==> src/rtl/ccdseq_pkg.sv <==
package ccdseq_pkg;

    // number of independently programmed waveforms
    localparam int NSIG = 8;

    typedef enum logic [2:0] {
        SIG_PH1   = 3'd0,
        SIG_PH2   = 3'd1,
        SIG_TG    = 3'd2,
        SIG_FRST  = 3'd3,
        SIG_FINTA = 3'd4,
        SIG_FINTB = 3'd5,
        SIG_FINV  = 3'd6,
        SIG_FSMP  = 3'd7
    } sig_e;

    typedef enum logic [1:0] {
        MODE_IDLE = 2'd0,
        MODE_HOLD = 2'd1,
        MODE_READ = 2'd2
    } mode_e;

    typedef struct packed {
        logic ph1;
        logic ph2;
        logic tg;
    } ccd_lvl_t;

    typedef struct packed {
        logic rst;
        logic integ;
        logic inv;
        logic smp;
    } fe_lvl_t;

    // reset-time edge placement, expressed for 256 ticks and scaled to tick_w
    function automatic int dflt_tick(int k, bit is_fall, int tick_w);
        int v;
        case (k)
            0:       v = is_fall ? 128 : 0;
            1:       v = is_fall ? 192 : 64;
            2:       v = is_fall ? 224 : 192;
            3:       v = is_fall ? 16  : 0;
            4:       v = is_fall ? 88  : 24;
            5:       v = is_fall ? 168 : 104;
            6:       v = is_fall ? 200 : 96;
            7:       v = is_fall ? 184 : 176;
            default: v = 0;
        endcase
        return (v << tick_w) >> 8;
    endfunction

endpackage

==> src/rtl/ccdseq_tick.sv <==
module ccdseq_tick #(
    parameter int TICK_W = 8
) (
    input  logic              clk,
    input  logic              rst,
    output logic [TICK_W-1:0] tick_o,
    output logic              wrap_o
);
    localparam logic [TICK_W-1:0] LAST_TICK = '1;

    always_ff @(posedge clk) begin
        if (rst) tick_o <= '0;
        else     tick_o <= tick_o + TICK_W'(1);
    end

    assign wrap_o = (tick_o == LAST_TICK);

endmodule

==> src/rtl/ccdseq_cfg.sv <==
module ccdseq_cfg
    import ccdseq_pkg::*;
#(
    parameter int TICK_W = 8,
    parameter int CNT_W  = 16,
    parameter int DATA_W = 16,
    parameter int ADDR_W = 5
) (
    input  logic              clk,
    input  logic              rst,
    input  logic              wrap_i,
    input  logic              we_i,
    input  logic [ADDR_W-1:0] addr_i,
    input  logic [DATA_W-1:0] wdata_i,
    output logic [TICK_W-1:0] on_o  [NSIG],
    output logic [TICK_W-1:0] off_o [NSIG],
    output logic [CNT_W-1:0]  hold_n_o,
    output logic [CNT_W-1:0]  rows_n_o
);
    localparam int A_HOLD = 2 * NSIG;
    localparam int A_ROWS = 2 * NSIG + 1;

    logic [TICK_W-1:0] sh_on  [NSIG];
    logic [TICK_W-1:0] sh_off [NSIG];

    // shadow copy: written by the register port at any time
    always_ff @(posedge clk) begin
        if (rst) begin
            for (int k = 0; k < NSIG; k++) begin
                sh_on[k]  <= TICK_W'(dflt_tick(k, 1'b0, TICK_W));
                sh_off[k] <= TICK_W'(dflt_tick(k, 1'b1, TICK_W));
            end
            hold_n_o <= '0;
            rows_n_o <= '0;
        end else if (we_i) begin
            for (int k = 0; k < NSIG; k++) begin
                if (addr_i == ADDR_W'(2 * k))     sh_on[k]  <= wdata_i[TICK_W-1:0];
                if (addr_i == ADDR_W'(2 * k + 1)) sh_off[k] <= wdata_i[TICK_W-1:0];
            end
            if (addr_i == ADDR_W'(A_HOLD)) hold_n_o <= wdata_i[CNT_W-1:0];
            if (addr_i == ADDR_W'(A_ROWS)) rows_n_o <= wdata_i[CNT_W-1:0];
        end
    end

    // active copy: follows the shadow only on the last tick of a period
    always_ff @(posedge clk) begin
        if (rst) begin
            for (int k = 0; k < NSIG; k++) begin
                on_o[k]  <= TICK_W'(dflt_tick(k, 1'b0, TICK_W));
                off_o[k] <= TICK_W'(dflt_tick(k, 1'b1, TICK_W));
            end
        end else if (wrap_i) begin
            for (int k = 0; k < NSIG; k++) begin
                on_o[k]  <= sh_on[k];
                off_o[k] <= sh_off[k];
            end
        end
    end

    for (genvar g = 0; g < NSIG; g++) begin : g_chk
        // active edges move only across a period boundary
        p_cfg_boundary_r4: assert property (@(posedge clk) disable iff (rst)
            !$past(wrap_i) |-> ($stable(on_o[g]) && $stable(off_o[g])));
    end

endmodule

==> src/rtl/ccdseq_frame.sv <==
module ccdseq_frame
    import ccdseq_pkg::*;
#(
    parameter int CNT_W = 16
) (
    input  logic             clk,
    input  logic             rst,
    input  logic             wrap_i,
    input  logic             start_i,
    input  logic [CNT_W-1:0] hold_n_i,
    input  logic [CNT_W-1:0] rows_n_i,
    output mode_e            mode_o
);
    logic [CNT_W-1:0] left_q;
    logic [CNT_W-1:0] rows_q;
    logic             pend_q;
    logic             last_w;

    assign last_w = (left_q == CNT_W'(1));

    always_ff @(posedge clk) begin
        if (rst) begin
            mode_o <= MODE_IDLE;
            left_q <= '0;
            rows_q <= '0;
            pend_q <= 1'b0;
        end else if (wrap_i) begin
            pend_q <= 1'b0;
            unique case (mode_o)
                MODE_IDLE: begin
                    if (pend_q || start_i) begin
                        rows_q <= rows_n_i;
                        if (hold_n_i != '0) begin
                            mode_o <= MODE_HOLD;
                            left_q <= hold_n_i;
                        end else if (rows_n_i != '0) begin
                            mode_o <= MODE_READ;
                            left_q <= rows_n_i;
                        end
                    end
                end
                MODE_HOLD: begin
                    if (last_w) begin
                        if (rows_q != '0) begin
                            mode_o <= MODE_READ;
                            left_q <= rows_q;
                        end else begin
                            mode_o <= MODE_IDLE;
                        end
                    end else begin
                        left_q <= left_q - CNT_W'(1);
                    end
                end
                MODE_READ: begin
                    if (last_w) mode_o <= MODE_IDLE;
                    else        left_q <= left_q - CNT_W'(1);
                end
                default: mode_o <= MODE_IDLE;
            endcase
        end else if (start_i && mode_o == MODE_IDLE) begin
            pend_q <= 1'b1;
        end
    end

    // a frame in progress always has periods left to run
    p_busy_left_r5: assert property (@(posedge clk) disable iff (rst)
        (mode_o != MODE_IDLE) |-> (left_q != '0));

    // frame state changes only across a period boundary
    p_mode_boundary_r6: assert property (@(posedge clk) disable iff (rst)
        (mode_o != $past(mode_o)) |-> $past(wrap_i));

    // a start during a frame leaves no pending launch behind
    p_busy_start_r8: assert property (@(posedge clk) disable iff (rst)
        (start_i && mode_o != MODE_IDLE) |=> !pend_q);

endmodule

==> src/rtl/ccdseq_wave.sv <==
module ccdseq_wave
    import ccdseq_pkg::*;
#(
    parameter int TICK_W = 8
) (
    input  logic              clk,
    input  logic              rst,
    input  logic [TICK_W-1:0] tick_i,
    input  logic [TICK_W-1:0] on_i  [NSIG],
    input  logic [TICK_W-1:0] off_i [NSIG],
    input  mode_e             mode_i,
    output ccd_lvl_t          ccd_o,
    output logic              p3_o,
    output logic              p4_o,
    output fe_lvl_t           fe_o,
    output logic              valid_o
);
    logic [NSIG-1:0] hit;
    logic [NSIG-1:0] hit0;
    ccd_lvl_t        run_lvl;
    ccd_lvl_t        hold_lvl;
    ccd_lvl_t        ccd_nx;
    fe_lvl_t         fe_nx;

    for (genvar g = 0; g < NSIG; g++) begin : g_win
        // window at the current tick; wraps when rise > fall, empty when equal
        assign hit[g] = (on_i[g] < off_i[g]) ? (tick_i >= on_i[g] && tick_i < off_i[g]) :
                        (on_i[g] > off_i[g]) ? (tick_i >= on_i[g] || tick_i < off_i[g]) :
                        1'b0;
        // window evaluated at tick 0, used to freeze the sensor clocks
        assign hit0[g] = (on_i[g] < off_i[g]) ? (on_i[g] == '0) :
                         (on_i[g] > off_i[g]) ? (off_i[g] != '0) :
                         1'b0;

        // equal edges never produce a pulse
        p_empty_win_r2: assert property (@(posedge clk) disable iff (rst)
            (on_i[g] == off_i[g]) |-> !hit[g]);
    end

    always_comb begin
        run_lvl  = '{ph1: hit[SIG_PH1],  ph2: hit[SIG_PH2],  tg: hit[SIG_TG]};
        hold_lvl = '{ph1: hit0[SIG_PH1], ph2: hit0[SIG_PH2], tg: hit0[SIG_TG]};
        ccd_nx   = (mode_i == MODE_HOLD) ? hold_lvl : run_lvl;
        fe_nx    = '{rst:   hit[SIG_FRST],
                     integ: hit[SIG_FINTA] | hit[SIG_FINTB],
                     inv:   hit[SIG_FINV],
                     smp:   hit[SIG_FSMP]};
    end

    always_ff @(posedge clk) begin
        if (rst) begin
            ccd_o   <= '0;
            p3_o    <= 1'b1;
            p4_o    <= 1'b1;
            fe_o    <= '0;
            valid_o <= 1'b0;
        end else begin
            ccd_o   <= ccd_nx;
            p3_o    <= !ccd_nx.ph1;
            p4_o    <= !ccd_nx.ph2;
            fe_o    <= fe_nx;
            valid_o <= (mode_i == MODE_READ);
        end
    end

    // frozen sensor clocks do not move inside a hold period
    p_freeze_hold_r5: assert property (@(posedge clk) disable iff (rst)
        ($past(mode_i) == MODE_HOLD && $past(tick_i) != '0) |-> $stable(ccd_o));

    // the valid flag changes only where a new period begins
    p_valid_boundary_r6: assert property (@(posedge clk) disable iff (rst)
        (valid_o != $past(valid_o)) |-> ($past(tick_i) == '0));

endmodule

==> src/rtl/ccd_clock_seq.sv <==
module ccd_clock_seq
    import ccdseq_pkg::*;
#(
    parameter int TICK_W = 8,
    parameter int CNT_W  = 16,
    parameter int DATA_W = 16,
    parameter int ADDR_W = 5
) (
    input  logic              clk,
    input  logic              rst,
    input  logic              cfg_we,
    input  logic [ADDR_W-1:0] cfg_addr,
    input  logic [DATA_W-1:0] cfg_wdata,
    input  logic              frame_start,
    output logic              ccd_p1,
    output logic              ccd_p2,
    output logic              ccd_p3,
    output logic              ccd_p4,
    output logic              ccd_tg,
    output logic              fe_rst,
    output logic              fe_int,
    output logic              fe_inv,
    output logic              fe_smp,
    output logic              row_valid
);
    logic [TICK_W-1:0] tick;
    logic              wrap;
    logic [TICK_W-1:0] act_on  [NSIG];
    logic [TICK_W-1:0] act_off [NSIG];
    logic [CNT_W-1:0]  hold_n;
    logic [CNT_W-1:0]  rows_n;
    mode_e             mode;
    ccd_lvl_t          ccd_lvl;
    fe_lvl_t           fe_lvl;

    ccdseq_tick #(.TICK_W(TICK_W)) tick_i (
        .clk    (clk),
        .rst    (rst),
        .tick_o (tick),
        .wrap_o (wrap)
    );

    ccdseq_cfg #(
        .TICK_W (TICK_W),
        .CNT_W  (CNT_W),
        .DATA_W (DATA_W),
        .ADDR_W (ADDR_W)
    ) cfg_i (
        .clk      (clk),
        .rst      (rst),
        .wrap_i   (wrap),
        .we_i     (cfg_we),
        .addr_i   (cfg_addr),
        .wdata_i  (cfg_wdata),
        .on_o     (act_on),
        .off_o    (act_off),
        .hold_n_o (hold_n),
        .rows_n_o (rows_n)
    );

    ccdseq_frame #(.CNT_W(CNT_W)) frame_i (
        .clk      (clk),
        .rst      (rst),
        .wrap_i   (wrap),
        .start_i  (frame_start),
        .hold_n_i (hold_n),
        .rows_n_i (rows_n),
        .mode_o   (mode)
    );

    ccdseq_wave #(.TICK_W(TICK_W)) wave_i (
        .clk     (clk),
        .rst     (rst),
        .tick_i  (tick),
        .on_i    (act_on),
        .off_i   (act_off),
        .mode_i  (mode),
        .ccd_o   (ccd_lvl),
        .p3_o    (ccd_p3),
        .p4_o    (ccd_p4),
        .fe_o    (fe_lvl),
        .valid_o (row_valid)
    );

    assign ccd_p1 = ccd_lvl.ph1;
    assign ccd_p2 = ccd_lvl.ph2;
    assign ccd_tg = ccd_lvl.tg;
    assign fe_rst = fe_lvl.rst;
    assign fe_int = fe_lvl.integ;
    assign fe_inv = fe_lvl.inv;
    assign fe_smp = fe_lvl.smp;

endmodule

==> config.mk <==
export PLATFORM = sky130hd
export DESIGN_NAME = ccd_clock_seq
export DESIGN_NICKNAME = d
export VERILOG_FILES = /design/src/rtl/ccdseq_pkg.sv /design/src/rtl/ccdseq_tick.sv /design/src/rtl/ccdseq_cfg.sv /design/src/rtl/ccdseq_frame.sv /design/src/rtl/ccdseq_wave.sv /design/src/rtl/ccd_clock_seq.sv
export SDC_FILE = /design/constraint.sdc
export NUM_CORES = 1
export LEC_CHECK = 0
export ABC_AREA = 1
export BUFFER_PORTS_ARGS = -buffer_cell sky130_fd_sc_hd__buf_2
export CAP_MARGIN = 20
export CORE_ASPECT_RATIO = 1.1
export CORE_MARGIN = 4
export CORE_UTILIZATION = 57
export DETAILED_ROUTE_END_ITERATION = 12
export HOLD_SLACK_MARGIN = 0.1
export PLACE_DENSITY_LB_ADDON = 0.2
export SYNTH_ARGS = -nofsm -noshare
export SYNTH_HDL_FRONTEND = slang
export SYNTH_SLANG_ARGS = --single-unit
==> constraint.sdc <==
create_clock -name clk -period 2.35 [get_ports clk]
set_input_delay 0.235 -clock clk [delete_from_list [all_inputs] [get_ports clk]]
set_output_delay 0.235 -clock clk [all_outputs]
set_load 0.005 [all_outputs]
==> tab_implementation.tex <==
\begin{tabular}{lr}
\hline
Metric & Value \\
\hline
\multicolumn{2}{l}{\textbf{Clock tree}} \\
\quad Maximum root-to-sink buffer count & 3 \\
\quad CTS tree & built \\
\quad Htree depth & 2 \\
\quad Clock latency on the worst-skew pair & 520 ps \\
\quad Clock-pin slew on the worst setup and hold paths & 60 ps \\
\quad Sink Count & 341 \\
\quad Number of buffers created by CTS & 37 \\
\quad Root Driver & sky130\_fd\_sc\_hd\_\_clkbuf\_16 \\
\quad Number of instances resized during post-cts repair & 0 \\
\multicolumn{2}{l}{\textbf{Synth}} \\
\quad Flip-flop and latch count after synthesis & 341 \\
\quad Yosys cell types & 43 \\
\quad Leading cell type by number of instances after synthesis & sky130\_fd\_sc\_hd\_\_nand2\_1 \\
\quad Async S/R FF share, synth & 0 \\
\quad Leading post-synthesis cells by instance count & 303 x sky130\_fd\_sc\_hd\_\_nand2\_1, 290 x sky130\_fd\_sc\_hd\_\_inv\_1, 249 x sky130\_fd\_sc\_hd\_\_nor2\_1, 229 x sky130\_fd\_sc\_hd\_\_a21oi\_1, 213 x sky130\_fd\_sc\_hd\_\_dfxtp\_1 \\
\quad Per-instance average area after synthesis & 8.35 um2 \\
\quad Number of enable-type register cells in the synthesized netlist & 128 \\
\quad Gate count after technology mapping & 2,117 \\
\quad Syn nets & 2,333 \\
\quad Yosys warns & 0 \\
\quad Cell area after technology mapping & 17,700 um2 \\
\quad Top-area cell type share of the netlist area & 0.241 \\
\quad Part of the Yosys area used for sequential elements & 0.459 \\
\quad Top cell type by total area after synthesis & sky130\_fd\_sc\_hd\_\_dfxtp\_1 \\
\quad Most instantiated flip-flop cell in the synthesis netlist & sky130\_fd\_sc\_hd\_\_dfxtp\_1 \\
\quad Largest cells by area after synthesis & sky130\_fd\_sc\_hd\_\_dfxtp\_1 24\%, sky130\_fd\_sc\_hd\_\_edfxtp\_1 22\%, sky130\_fd\_sc\_hd\_\_ha\_1 14\%, sky130\_fd\_sc\_hd\_\_a21oi\_1 6.5\%, sky130\_fd\_sc\_hd\_\_nand2\_1 6.4\% \\
\multicolumn{2}{l}{\textbf{Route}} \\
\quad Wire per inst & 17.6 um \\
\quad Number of remaining DRC errors & 0 \\
\quad Via density per instance & 5.59 \\
\quad Routed Antenna Nets & 0 \\
\quad DR iter-0 viols & 1,202 \\
\quad Number of vias in the routed layout & 14.7k \\
\quad Total wirelength of the detailed-routed design & 46,200 um \\
\quad Pre-antenna DRT Iters & 6 \\
\multicolumn{2}{l}{\textbf{Power and ir drop}} \\
\quad Power per standard cell area & 656 nW/um2 \\
\quad Reported leakage power & 8.67 nW \\
\quad Worst vdd ir & 0.550 mV \\
\multicolumn{2}{l}{\textbf{Final layout}} \\
\quad Total inserted antenna cells & 0 \\
\quad Share of layout cells above drive strength 1 & 0.0795 \\
\quad Design area & 20,000 um2 \\
\quad Net count of the finished layout & 2,405 \\
\quad Area growth syn-to-layout & 13.4\% \\
\multicolumn{2}{l}{\textbf{Status}} \\
\quad Outcome & complete, no violations \\
\multicolumn{2}{l}{\textbf{STA}} \\
\quad Slew @ Worst Pin & 636 ps \\
\quad Post-route minimum period & 2010 ps \\
\quad Highest Clock Rate & 0.498 GHz \\
\quad TNS Setup & 0 ps \\
\quad Worst slew margin & 0.576 \\
\quad Setup repair after global routing missed its margin & false \\
\quad Worst hold slack & 307 ps \\
\quad Crit path setup slack, layout & 344 ps \\
\quad Endpoints failing setup & 0 \\
\quad Setup Skew & 21.4 ps \\
\quad Final worst path period share & 0.854 \\
\quad Number of pins with negative max-slew slack in the final report & 0 \\
\quad Number of hold violations in the final report & 0 \\
\multicolumn{2}{l}{\textbf{Setup path}} \\
\quad Arr. time, crit path & 2430 ps \\
\quad Crit path max-delay cell type & sky130\_fd\_sc\_hd\_\_dfxtp\_1 \\
\quad Critical Setup Path Class & flip-flop to flip-flop \\
\quad Largest fanout on the critical path & 11 \\
\quad Crit-path most repeated cell & sky130\_fd\_sc\_hd\_\_a21oi\_1 \\
\quad Required time of the worst setup path & 2770 ps \\
\quad Type of element capturing the critical path & flip-flop \\
\quad Startpoint class of the critical path & flip-flop \\
\quad Cell-by-cell listing of the critical path & buf\_4 > buf\_4 > ha\_1 > a21oi\_1 > o21ai\_0 > a21oi\_1 > nand4\_1 > a21oi\_1 \\
\quad Max incr delay on CP & 340 ps \\
\multicolumn{2}{l}{\textbf{Floorplanning}} \\
\quad Width of the chip & 176 um \\
\quad I/O pin cnt & 35 \\
\quad Cell Rows & 67 \\
\quad Die Area & 33,900 um2 \\
\quad Initial cell density of the core & 0.579 \\
\quad Core box area & 30,500 um2 \\
\quad Height of the die & 193 um \\
\multicolumn{2}{l}{\textbf{Global routing}} \\
\quad First-pass GRT wire length & 73,400 um \\
\quad Initial antenna violation count & 0 \\
\quad Largest net degree at the start of global routing & 100 \\
\quad Global Route Usage Sum & 0.271 \\
\quad Via count of the first global-routing pass & 14.2k \\
\quad Final global-route overflow total & 0 \\
\multicolumn{2}{l}{\textbf{Hold path}} \\
\quad Type of the worst min-delay path & input pin to flip-flop \\
\multicolumn{2}{l}{\textbf{Placed design}} \\
\quad Post-place setup slack & 380 ps \\
\quad Standard cell area after detailed placement & 18,600 um2 \\
\quad Count of input and output buffers & 34 \\
\quad HPWL after DPL & 32,600 um \\
\quad Final weighted congestion in routability-driven placement & 0.902 \\
\multicolumn{2}{l}{\textbf{Job}} \\
\quad Max Cap Violations & 0 \\
\hline
\end{tabular}
-- through the flow --
| stage | std cells | util | power, mW |
|---|---|---|---|
| after floorplan | 2117 | - | 6.79 |
| after global placement | 2545 | 0.608 | 7.06 |
| after detailed placement | 2545 | 0.608 | 7.08 |
| after CTS | 2627 | 0.656 | 13.2 |
| after global routing | 2629 | 0.657 | 13.5 |
| final | 2629 | 0.657 | 13.2 |
-- timing repair --
action	4_1_cts	5_1_grt
hold endpoints to repair	30	0
setup buffers	0	0
hold buffers	17	0
-- cell type report --
type                    instances  area (um2)
repair buffers                109         858
inverters                     297        1120
multi-input cells            1403        8140
fillers                      2594       10500
clock buffers                  50        1070
flip-flops and latches        341        8110
well taps                     414         518
clock inverters                15         226
-- power breakdown --
group	leakage (nW)	switching, mW	internal [mW]
clock	0.629	2.33	3.84
sequential	2.96	0.0461	6.29
combinational	5.09	0.456	0.197
total	8.67	2.83	10.3
-- placed cells by master (no fill, tap or decap), types with 14 or more instances in the layout --
| master | instances |
|---|---|
| sky130_fd_sc_hd__nand4_1 | 40 |
| sky130_fd_sc_hd__nor2_1 | 249 |
| sky130_fd_sc_hd__dfxtp_1 | 213 |
| sky130_fd_sc_hd__nor3_1 | 14 |
| sky130_fd_sc_hd__dlygate4sd3_1 | 17 |
| sky130_fd_sc_hd__o21ai_1 | 14 |
| sky130_fd_sc_hd__o211ai_1 | 46 |
| sky130_fd_sc_hd__ha_1 | 191 |
| sky130_fd_sc_hd__buf_2 | 36 |
| sky130_fd_sc_hd__o21ai_0 | 177 |
| sky130_fd_sc_hd__nand3_1 | 74 |
| sky130_fd_sc_hd__a21oi_1 | 229 |
| sky130_fd_sc_hd__buf_4 | 49 |
| sky130_fd_sc_hd__nand2_1 | 303 |
| sky130_fd_sc_hd__inv_1 | 289 |
| sky130_fd_sc_hd__edfxtp_1 | 128 |
| sky130_fd_sc_hd__clkbuf_16 | 39 |
-- kinds of logic after synthesis --
group | after synthesis | share of synthesized area
simple gates | 708 | 0.170
compound gates | 493 | 0.150
buf+inv | 373 | 0.0807
xor+xnor | 11 | 0.00545
flops | 341 | 0.459
fa+ha+maj | 191 | 0.135
-- critical path: cells and delay by family (launching register included) --
kind                       cells  cell delay [ps]
AOI/OAI and AO/OA              4              700
buffers and inverters          2              520
DFF                            1              340
adders and majority gates      1              250
and+or+nand+nor                1              100
-- worst paths after layout --
check,end,slack (ps),cells past startpoint,from
min reg2reg,cfg_i.off_o[55],470,2,cfg_i.sh_off[0][15]
max reg2reg,wave_i.fe_o[0],340,8,tick_i.tick_o[1]
min,wave_i.fe_o[0],310,2,rst
max,wave_i.fe_o[0],340,8,tick_i.tick_o[1]
-- per-layer routing --
layer,share of wire,global-route usage
met5,0,0
met4,0.032,0.0897
met3,0.057,0.0270
met2,0.49,0.477
met1,0.42,0.351
-- sequential cells by signal (all words and copies together), names as in the netlist, 2 cells and up --
name	flops
cfg_i.sh_on	64
tick_i.tick_o	8
wave_i.ccd_o	3
cfg_i.hold_n_o	16
cfg_i.on_o	64
cfg_i.off_o	64
frame_i.rows_q	16
wave_i.fe_o	4
cfg_i.sh_off	64
frame_i.mode_o	2
frame_i.left_q	16
cfg_i.rows_n_o	16
(Power assumes the default switching activity.)
